`src/rtl/coef_seq_pkg.sv`:
```
package coef_seq_pkg;
   typedef enum logic [1:0] {
      MODE_FRAC = 2'd0,
      MODE_INT  = 2'd1,
      MODE_DOWN = 2'd2
   } scl_mode_e;

   typedef enum logic [2:0] {
      S_IDLE = 3'd0,
      S_MARK = 3'd1,
      S_INIT = 3'd2,
      S_PREP = 3'd3,
      S_WDIV = 3'd4,
      S_SDIV = 3'd5,
      S_EMIT = 3'd6
   } seq_state_e;
endpackage

```
`src/rtl/coef_div.sv`:
```
// Restoring shift-subtract divider, one quotient bit per cycle.
module coef_div #(
   parameter int DVD_W = 16,
   parameter int DVS_W = 7
) (
   input  logic             clk,
   input  logic             rst_n,
   input  logic             go,
   input  logic [DVD_W-1:0] dvd,
   input  logic [DVS_W-1:0] dvs,
   output logic             done,
   output logic [DVD_W-1:0] quo,
   output logic [DVS_W-1:0] rem
);
   localparam int CNT_W = $clog2(DVD_W + 1);

   logic [CNT_W-1:0] cnt_q;
   logic [DVD_W-1:0] quo_q;
   logic [DVS_W-1:0] rem_q, dvs_q;
   logic             done_q;
   logic [DVS_W:0]   trial, diff;
   logic             ge;

   assign trial = {rem_q, quo_q[DVD_W-1]};
   assign ge    = trial >= {1'b0, dvs_q};
   assign diff  = trial - {1'b0, dvs_q};

   always_ff @(posedge clk or negedge rst_n) begin
      if (!rst_n) begin
         cnt_q  <= '0;
         quo_q  <= '0;
         rem_q  <= '0;
         dvs_q  <= '0;
         done_q <= 1'b0;
      end else if (go) begin
         cnt_q  <= CNT_W'(DVD_W);
         quo_q  <= dvd;
         rem_q  <= '0;
         dvs_q  <= dvs;
         done_q <= 1'b0;
      end else if (cnt_q != '0) begin
         rem_q  <= ge ? diff[DVS_W-1:0] : trial[DVS_W-1:0];
         quo_q  <= {quo_q[DVD_W-2:0], ge};
         cnt_q  <= cnt_q - 1'b1;
         done_q <= (cnt_q == CNT_W'(1));
      end else begin
         done_q <= 1'b0;
      end
   end

   assign done = done_q;
   assign quo  = quo_q;
   assign rem  = rem_q;

   // remainder must end below the divisor (feeds R4/R6 residues)
   p_div_rem_bound_r6: assert property (@(posedge clk) disable iff (!rst_n)
      done_q |-> (rem_q < dvs_q));
endmodule

```
`src/rtl/coef_mode_sel.sv`:
```
// Ratio classification: error, 1:1 bypass, or one of three stepping rules.
module coef_mode_sel
   import coef_seq_pkg::*;
#(
   parameter int NUM_W   = 6,
   parameter int DEN_W   = 12,
   parameter int MAX_ENT = 31
) (
   input  logic [NUM_W-1:0] num,
   input  logic [DEN_W-1:0] den,
   output logic             bad,
   output logic             bypass,
   output scl_mode_e        mode
);
   localparam logic [NUM_W-1:0] MAX_V = NUM_W'(MAX_ENT);

   always_comb begin
      bad    = (num == '0) || (num > MAX_V);
      bypass = (num == NUM_W'(1)) && (den == DEN_W'(1));
      if (den > DEN_W'(num))
         mode = MODE_DOWN;
      else if (den == DEN_W'(1))
         mode = MODE_INT;
      else
         mode = MODE_FRAC;
   end
endmodule

```
`src/rtl/coef_tbl_seq.sv`:
```
module coef_tbl_seq
   import coef_seq_pkg::*;
#(
   parameter int NUM_W   = 6,
   parameter int DEN_W   = 12,
   parameter int MAX_ENT = 31,
   parameter int WT_FRAC = 9
) (
   input  logic                 clk,
   input  logic                 rst_n,
   input  logic                 i_start,
   input  logic [NUM_W-1:0]     i_num,
   input  logic [DEN_W-1:0]     i_den,
   input  logic                 i_ready,
   output logic                 o_busy,
   output logic                 o_valid,
   output logic                 o_marker,
   output logic [WT_FRAC:0]     o_weight,
   output logic [DEN_W:0]       o_offset,
   output logic                 o_nearest,
   output logic                 o_rsz_en,
   output logic                 o_err
);
   localparam int WT_W  = WT_FRAC + 1;
   localparam int OFF_W = DEN_W + 1;
   localparam int DVS_W = NUM_W + 1;
   localparam int R_W   = DVS_W;
   localparam int DV_A  = DVS_W + WT_FRAC;
   localparam int DV_B  = DEN_W + 2;
   localparam int DVD_W = (DV_A > DV_B) ? DV_A : DV_B;
   localparam logic [WT_W-1:0] ONE = {1'b1, {WT_FRAC{1'b0}}};

   generate
      if (MAX_ENT >= (1 << NUM_W)) begin : g_chk_ent
         $error("MAX_ENT does not fit NUM_W");
      end
      if (DEN_W < DVS_W) begin : g_chk_den
         $error("DEN_W must be at least NUM_W+1");
      end
      if (WT_FRAC < 2) begin : g_chk_wt
         $error("WT_FRAC too small");
      end
   endgenerate

   seq_state_e           st_q;
   scl_mode_e            mode_q, ms_mode;
   logic                 ms_bad, ms_bypass;
   logic [NUM_W-1:0]     num_q, idx_q;
   logic [DEN_W-1:0]     den_q;
   logic [R_W-1:0]       r_q;
   logic [WT_W-1:0]      wt_q;
   logic [OFF_W-1:0]     off_q;
   logic                 near_q, rsz_q, err_q, go_q;
   logic [DVD_W-1:0]     dvd_q, dv_quo;
   logic [DVS_W-1:0]     dvs_q, dv_rem;
   logic                 dv_done;
   logic [DVS_W-1:0]     num2, num_x;
   logic [DEN_W+1:0]     frac_sum, frac_nx;
   logic                 frac_ge, last;

   coef_mode_sel #(.NUM_W(NUM_W), .DEN_W(DEN_W), .MAX_ENT(MAX_ENT)) u_sel (
      .num(i_num), .den(i_den), .bad(ms_bad), .bypass(ms_bypass), .mode(ms_mode));

   coef_div #(.DVD_W(DVD_W), .DVS_W(DVS_W)) u_div (
      .clk(clk), .rst_n(rst_n), .go(go_q), .dvd(dvd_q), .dvs(dvs_q),
      .done(dv_done), .quo(dv_quo), .rem(dv_rem));

   assign num2     = {num_q, 1'b0};
   assign num_x    = {1'b0, num_q};
   assign last     = (idx_q == num_q - 1'b1);
   assign frac_sum = (DEN_W+2)'(r_q) + (DEN_W+2)'(den_q);
   assign frac_ge  = frac_sum >= (DEN_W+2)'(num_q);
   assign frac_nx  = frac_sum - (DEN_W+2)'(num_q);

   always_ff @(posedge clk or negedge rst_n) begin
      if (!rst_n) begin
         st_q   <= S_IDLE;
         mode_q <= MODE_FRAC;
         num_q  <= '0;
         den_q  <= '0;
         idx_q  <= '0;
         r_q    <= '0;
         wt_q   <= '0;
         off_q  <= '0;
         near_q <= 1'b0;
         rsz_q  <= 1'b0;
         err_q  <= 1'b0;
         go_q   <= 1'b0;
         dvd_q  <= '0;
         dvs_q  <= '0;
      end else begin
         go_q <= 1'b0;
         case (st_q)
            S_IDLE: if (i_start) begin
               num_q  <= i_num;
               den_q  <= i_den;
               mode_q <= ms_mode;
               idx_q  <= '0;
               if (ms_bad) begin
                  err_q <= 1'b1;
               end else if (ms_bypass) begin
                  err_q <= 1'b0;
                  rsz_q <= 1'b0;
               end else begin
                  err_q <= 1'b0;
                  rsz_q <= 1'b1;
                  st_q  <= S_MARK;
               end
            end
            S_MARK: if (i_ready) begin
               if (mode_q == MODE_DOWN) begin
                  go_q  <= 1'b1;
                  dvd_q <= DVD_W'(den_q) - DVD_W'(num_q);
                  dvs_q <= num2;
                  st_q  <= S_INIT;
               end else begin
                  r_q  <= '0;
                  st_q <= S_PREP;
               end
            end
            S_INIT: if (dv_done) begin
               r_q  <= dv_rem;
               st_q <= S_PREP;
            end
            S_PREP: begin
               if (mode_q == MODE_INT) begin
                  wt_q   <= ONE;
                  near_q <= 1'b1;
                  off_q  <= last ? OFF_W'(1) : '0;
                  st_q   <= S_EMIT;
               end else begin
                  near_q <= 1'b0;
                  go_q   <= 1'b1;
                  dvd_q  <= DVD_W'(r_q) << WT_FRAC;
                  dvs_q  <= (mode_q == MODE_DOWN) ? num2 : num_x;
                  st_q   <= S_WDIV;
               end
            end
            S_WDIV: if (dv_done) begin
               wt_q <= ONE - dv_quo[WT_W-1:0];
               if (mode_q == MODE_DOWN) begin
                  go_q  <= 1'b1;
                  dvd_q <= DVD_W'(r_q) + (DVD_W'(den_q) << 1);
                  dvs_q <= num2;
                  st_q  <= S_SDIV;
               end else begin
                  off_q <= frac_ge ? OFF_W'(1) : '0;
                  r_q   <= frac_ge ? frac_nx[R_W-1:0] : frac_sum[R_W-1:0];
                  st_q  <= S_EMIT;
               end
            end
            S_SDIV: if (dv_done) begin
               off_q <= dv_quo[OFF_W-1:0];
               r_q   <= dv_rem;
               st_q  <= S_EMIT;
            end
            S_EMIT: if (i_ready) begin
               idx_q <= idx_q + 1'b1;
               st_q  <= last ? S_IDLE : S_PREP;
            end
            default: st_q <= S_IDLE;
         endcase
      end
   end

   assign o_busy    = (st_q != S_IDLE);
   assign o_valid   = (st_q == S_MARK) || (st_q == S_EMIT);
   assign o_marker  = (st_q == S_MARK);
   assign o_weight  = o_marker ? '1 : wt_q;
   assign o_offset  = o_marker ? '1 : off_q;
   assign o_nearest = o_marker | near_q;
   assign o_rsz_en  = rsz_q;
   assign o_err     = err_q;

   p_marker_first_r1: assert property (@(posedge clk) disable iff (!rst_n)
      $rose(o_busy) |-> (o_valid && o_marker));
   p_frac_step_r4: assert property (@(posedge clk) disable iff (!rst_n)
      (o_valid && !o_marker && mode_q == MODE_FRAC) |-> (o_offset <= OFF_W'(1)));
   p_weight_range_r6: assert property (@(posedge clk) disable iff (!rst_n)
      (o_valid && !o_marker) |-> (o_weight != '0 && o_weight <= ONE));
   p_idle_after_last_r3: assert property (@(posedge clk) disable iff (!rst_n)
      (o_valid && !o_marker && i_ready && last) |=> !o_busy);
   p_err_quiet_r8: assert property (@(posedge clk) disable iff (!rst_n)
      o_err |-> !o_busy);
   p_hold_r9: assert property (@(posedge clk) disable iff (!rst_n)
      (o_valid && !i_ready) |=> (o_valid && $stable(o_marker) && $stable(o_weight)
                                 && $stable(o_offset) && $stable(o_nearest)));
endmodule

```
`config.mk`:
```
export PLATFORM = sky130hd
export DESIGN_NAME = coef_tbl_seq
export DESIGN_NICKNAME = d
export VERILOG_FILES = /design/src/rtl/coef_seq_pkg.sv /design/src/rtl/coef_div.sv /design/src/rtl/coef_mode_sel.sv /design/src/rtl/coef_tbl_seq.sv
export SDC_FILE = /design/constraint.sdc
export NUM_CORES = 1
export LEC_CHECK = 0
export BUFFER_PORTS_ARGS = -buffer_cell sky130_fd_sc_hd__buf_2
export CORE_AREA = 2 2 123 125
export CTS_BUF_LIST = sky130_fd_sc_hd__clkbuf_16
export CTS_CLUSTER_DIAMETER = 200
export DETAILED_ROUTE_END_ITERATION = 7
export DIE_AREA = 0 0 125 127
export PLACE_DENSITY_LB_ADDON = 0.08
export RECOVER_POWER = 100
export SLEW_MARGIN = 10
export SYNTH_ARGS = -nofsm -noshare
export SYNTH_HDL_FRONTEND = slang
export SYNTH_SLANG_ARGS = --single-unit
```
`constraint.sdc`:
```
create_clock -name clk -period 3.1 [get_ports clk]
set_input_delay 0.62 -clock clk [delete_from_list [all_inputs] [get_ports clk]]
set_output_delay 0.62 -clock clk [all_outputs]
set_load 0.005 [all_outputs]
```
==> results.tsv <==
stage	metric	value	unit
outcome	status	completed	
pwr	intPower	2.78	mW
clock_network	htreeDepth	4	
final_layout	drive_gt1_share	19.4	%
pwr	comb_power_share	2.1	%
clock_network	clk_transition_reported_paths	0.06	ns
die	io_pins	51	
synthesis	syn_area_per_cell	8.58	um2
pwr	sequentialPowerShare	44.6	%
synthesis	ys.flop_type	dfrtp_1	
synthesis	synth.top_cell.area_share	39.2	%
clock_network	clockBufferDepth	2	
grt	grt_pass1_vias	6628	
clock_network	insertion_delay	0.42	ns
placed_design	gp_congestion	0.928	
die	start_util	54.0	%
sta	maxClockFrequency	0.327	GHz
die	rows	44	
synthesis	yosys_warnings	0	
die	coreArea	0.0144	mm2
die	die_w	125	um
routing	viasPerCell	5.74	
clock_network	cts_tree	built	
critical_path	arrival	3.40	ns
synthesis	synthTopCellsByCount	138 x nand2_1, 122 x dfrtp_1, 89 x nor2_1, 64 x o21ai_0, 62 x a21oi_1	
routing	wirelength	21.0	mm
routing	drt_iter0_drc	545	
synthesis	synth.area.top_cells	dfrtp_1 39%, ha_1 7.1%, nand2_1 6.6%	
min_path	min_from	i_den[9]	
synthesis	synth_seq_area_share	39.2	%
critical_path	path_class	flop to flop	
synthesis	synth-seq-cells	122	
routing	wl_per_cell	17.7	um
die	dieArea	0.0159	mm2
pwr	p_sw_share	22.2	%
clock_network	clock_sinks	122	
sta	drv_slew	0	
sta	max_slew_margin	3.70	%
critical_path	crit_required	3.45	ns
critical_path	crit_path_end_kind	flop	
sta	fin_tns_setup	0	ns
synthesis	synth_edf_count	0	
synthesis	synthArstFlopShare	100	%
grt	grt_pass1_wl	33.9	mm
placed_design	dp.cells	1150	
sta	rsz0062_at_grt	true	
min_path	hold_class	input pin to flop	
routing	ant_nets	0	
critical_path	cp_num_buf_inv	2	
grt	grt_usage	27.1	%
pwr	switching_power	0.792	mW
placed_design	placed_area	0.00851	mm2
grt	grt_start_max_net_pins	49	
sta	finalHoldViolCount	0	
final_layout	nNetsFinal	1065	
synthesis	yosys.area.top_type	dfrtp_1	
synthesis	synth_cell_types	66	
critical_path	reg2reg_from	r_q[0]	
pwr	ir_drop	372	uV
final_layout	instances_no_fill	1189	
sta	skew	0.00706	ns
clock_network	cts_buffers	17	
critical_path	cp_cell_sequence	ha_2 > buf_4 > a21oi_4 > buf_6 > nor2b_2 > nor2_2 > xnor2_2 > ha_1 > o21a_1 > o31ai_4 > a21oi_2 > a2111oi_4 > nand4b_4 > mux2_4 > o21ai_2	
sta	tightest_slew	1.44	ns
pwr	p_leak	4.67	nW
critical_path	setup.worst_path.start_class	flop	
final_layout	final_area	0.00923	mm2
clock_network	cts_root_buf	clkbuf_16	
die	chipHeight	127	um
pwr	powerDensity	387	mW/mm2
routing	drcViolationCount	0	
synthesis	synth.most_common_cell	nand2_1	
placed_design	port_buffers	50	
final_layout	area_growth	18.5	%
grt	overflow	0	
sta	finalSetupViolations	0	
sta	min_period_over_period	98.7	%
flow_run	max-cap-violations	0	
routing	num_vias	6819	
sta	period_minus_slack	3.06	ns
critical_path	worst_path_largest_cell_delay	0.40	ns
critical_path	slowest_stage	dfrtp_1	
routing	drt_pass1_iterations	5	
grt	antenna_found_initial	0	
critical_path	critPathLaunch	r_q[0]	
final_layout	diodes	0	
clock_network	hold_buffers	0	
placed_design	dp.final_hpwl	15.7	mm
synthesis	synth_area	0.00779	mm2
critical_path	critPathTopFamily	compound AO/OA/AOI/OAI gates	
pwr	clkPwrFrac	53.3	%
synthesis	synth_nets	980	
critical_path	crit_fanout	5	
synthesis	post_synth_inst_count	909	
-- repair_timing --
item                                    CTS  global route
pin swaps                                 4            11
buffers inserted                          4             5
endpoints found under the setup margin    6             8
gates resized for setup                   7            25
hold endpoints to repair                  0             0
-- worst reg2reg max path: cells and delay by family (launching register included) --
family	cells	cell delay [ns]
DFF	1	0.40
buffers and inverters	2	0.24
and+or+nand+nor	3	0.39
muxes	1	0.36
xor gates and xnor gates	1	0.15
adders and majority gates	2	0.47
AOI/OAI and AO/OA	6	0.99
-- registers in the layout, indices dropped and copies added (netlist names) --
name / cells
u_div.dvs_q: 7
idx_q: 6
near_q: 1
u_div.quo: 16
u_div.done: 1
wt_q: 10
o_rsz_en: 1
u_div.cnt_q: 5
dvd_q: 16
num_q: 6
r_q: 7
o_err: 1
st_q: 3
den_q: 12
mode_q: 2
off_q: 13
go_q: 1
u_div.rem: 7
dvs_q: 7
-- layout by cell type, fill, tap and decap left out, types with 7 or more instances in the layout --
cell,synthesis,layout
mux2i_1,19,19
inv_1,46,46
or2_2,24,24
nor2_1,89,87
ha_1,44,40
dfrtp_1,122,121
xor2_1,20,20
xnor2_1,25,23
a31oi_1,7,7
a211oi_1,12,12
o21ai_0,64,62
nor3_1,21,21
buf_4,0,51
nand3_1,27,27
nor4_1,8,8
a22o_1,11,11
a21oi_1,62,59
nor2b_1,11,8
or3_1,8,8
nand2b_1,7,7
o21a_1,13,13
nand2_1,138,137
clkbuf_16,0,17
buf_2,14,48
a21o_1,9,9
-- path summary, 6_finish.rpt --
kind                       cells past startpoint  slack [ns]         to
max                                           15        0.04     r_q[0]
min                                            3        0.41   den_q[9]
max reg2reg                                   15        0.04     r_q[0]
min reg2reg                                    2        0.46  off_q[12]
max in group asynchronous                      2        0.80     r_q[1]
min in group asynchronous                      1        0.43   off_q[6]
-- kinds of logic after synthesis --
kind of cell               Yosys count  share of synthesized area [%]
AOI/OAI and AO/OA                  217                           17.8
xor gates and xnor gates            45                           5.06
adders and majority gates           49                           8.35
buffers and inverters               90                           4.56
DFF                                122                           39.2
muxes                               23                           3.07
and+or+nand+nor                    363                           22.0
-- routing by layer --
layer / vias to the layer above / global-route usage (%) / part of all wire [%]
met1: 3299 / 35.4 / 45
met2: 175 / 45.8 / 49
met3: 29 / 5.07 / 4.2
met5: - / 0 / 0
met4: 0 / 9.41 / 2.5
li1: 3316 / - / -
-- power groups by stage --
stage          registers (mW)  logic (mW)  clock network, mW
2_1_floorplan            1.62      0.0183                  0
3_3_place_gp             1.62      0.0768                  0
3_5_place_dp             1.62      0.0816                  0
4_1_cts                  1.59      0.0817               1.93
5_1_grt                  1.59      0.0890               2.01
6_report                 1.59      0.0752               1.90
-- final cells by class --
type | instances | area [um2]
clock buffers | 17 | 425
multi-input cells | 697 | 4510
clock inverters | 13 | 131
inverters | 46 | 173
fillers | 1269 | 5190
repair buffers | 110 | 707
well taps | 184 | 230
flip-flops and latches | 122 | 3050
-- through the flow --
step / utilization, % / setup WS [ns] / hold WS [ns] / power [mW]
final: 64.0 / 0.0418 / 0.408 / 3.57
after global routing: 64.0 / -0.0835 / 0.417 / 3.69
after CTS: 63.3 / 0.00681 / 0.236 / 3.60
after detailed placement: 59.0 / -0.0637 / 0.451 / 1.70
after global placement: 59.0 / 0.00839 / 0.446 / 1.70
after floorplan: - / 0.0268 / 0.324 / 1.64
Note: power is estimated with default switching activity, not from simulation.
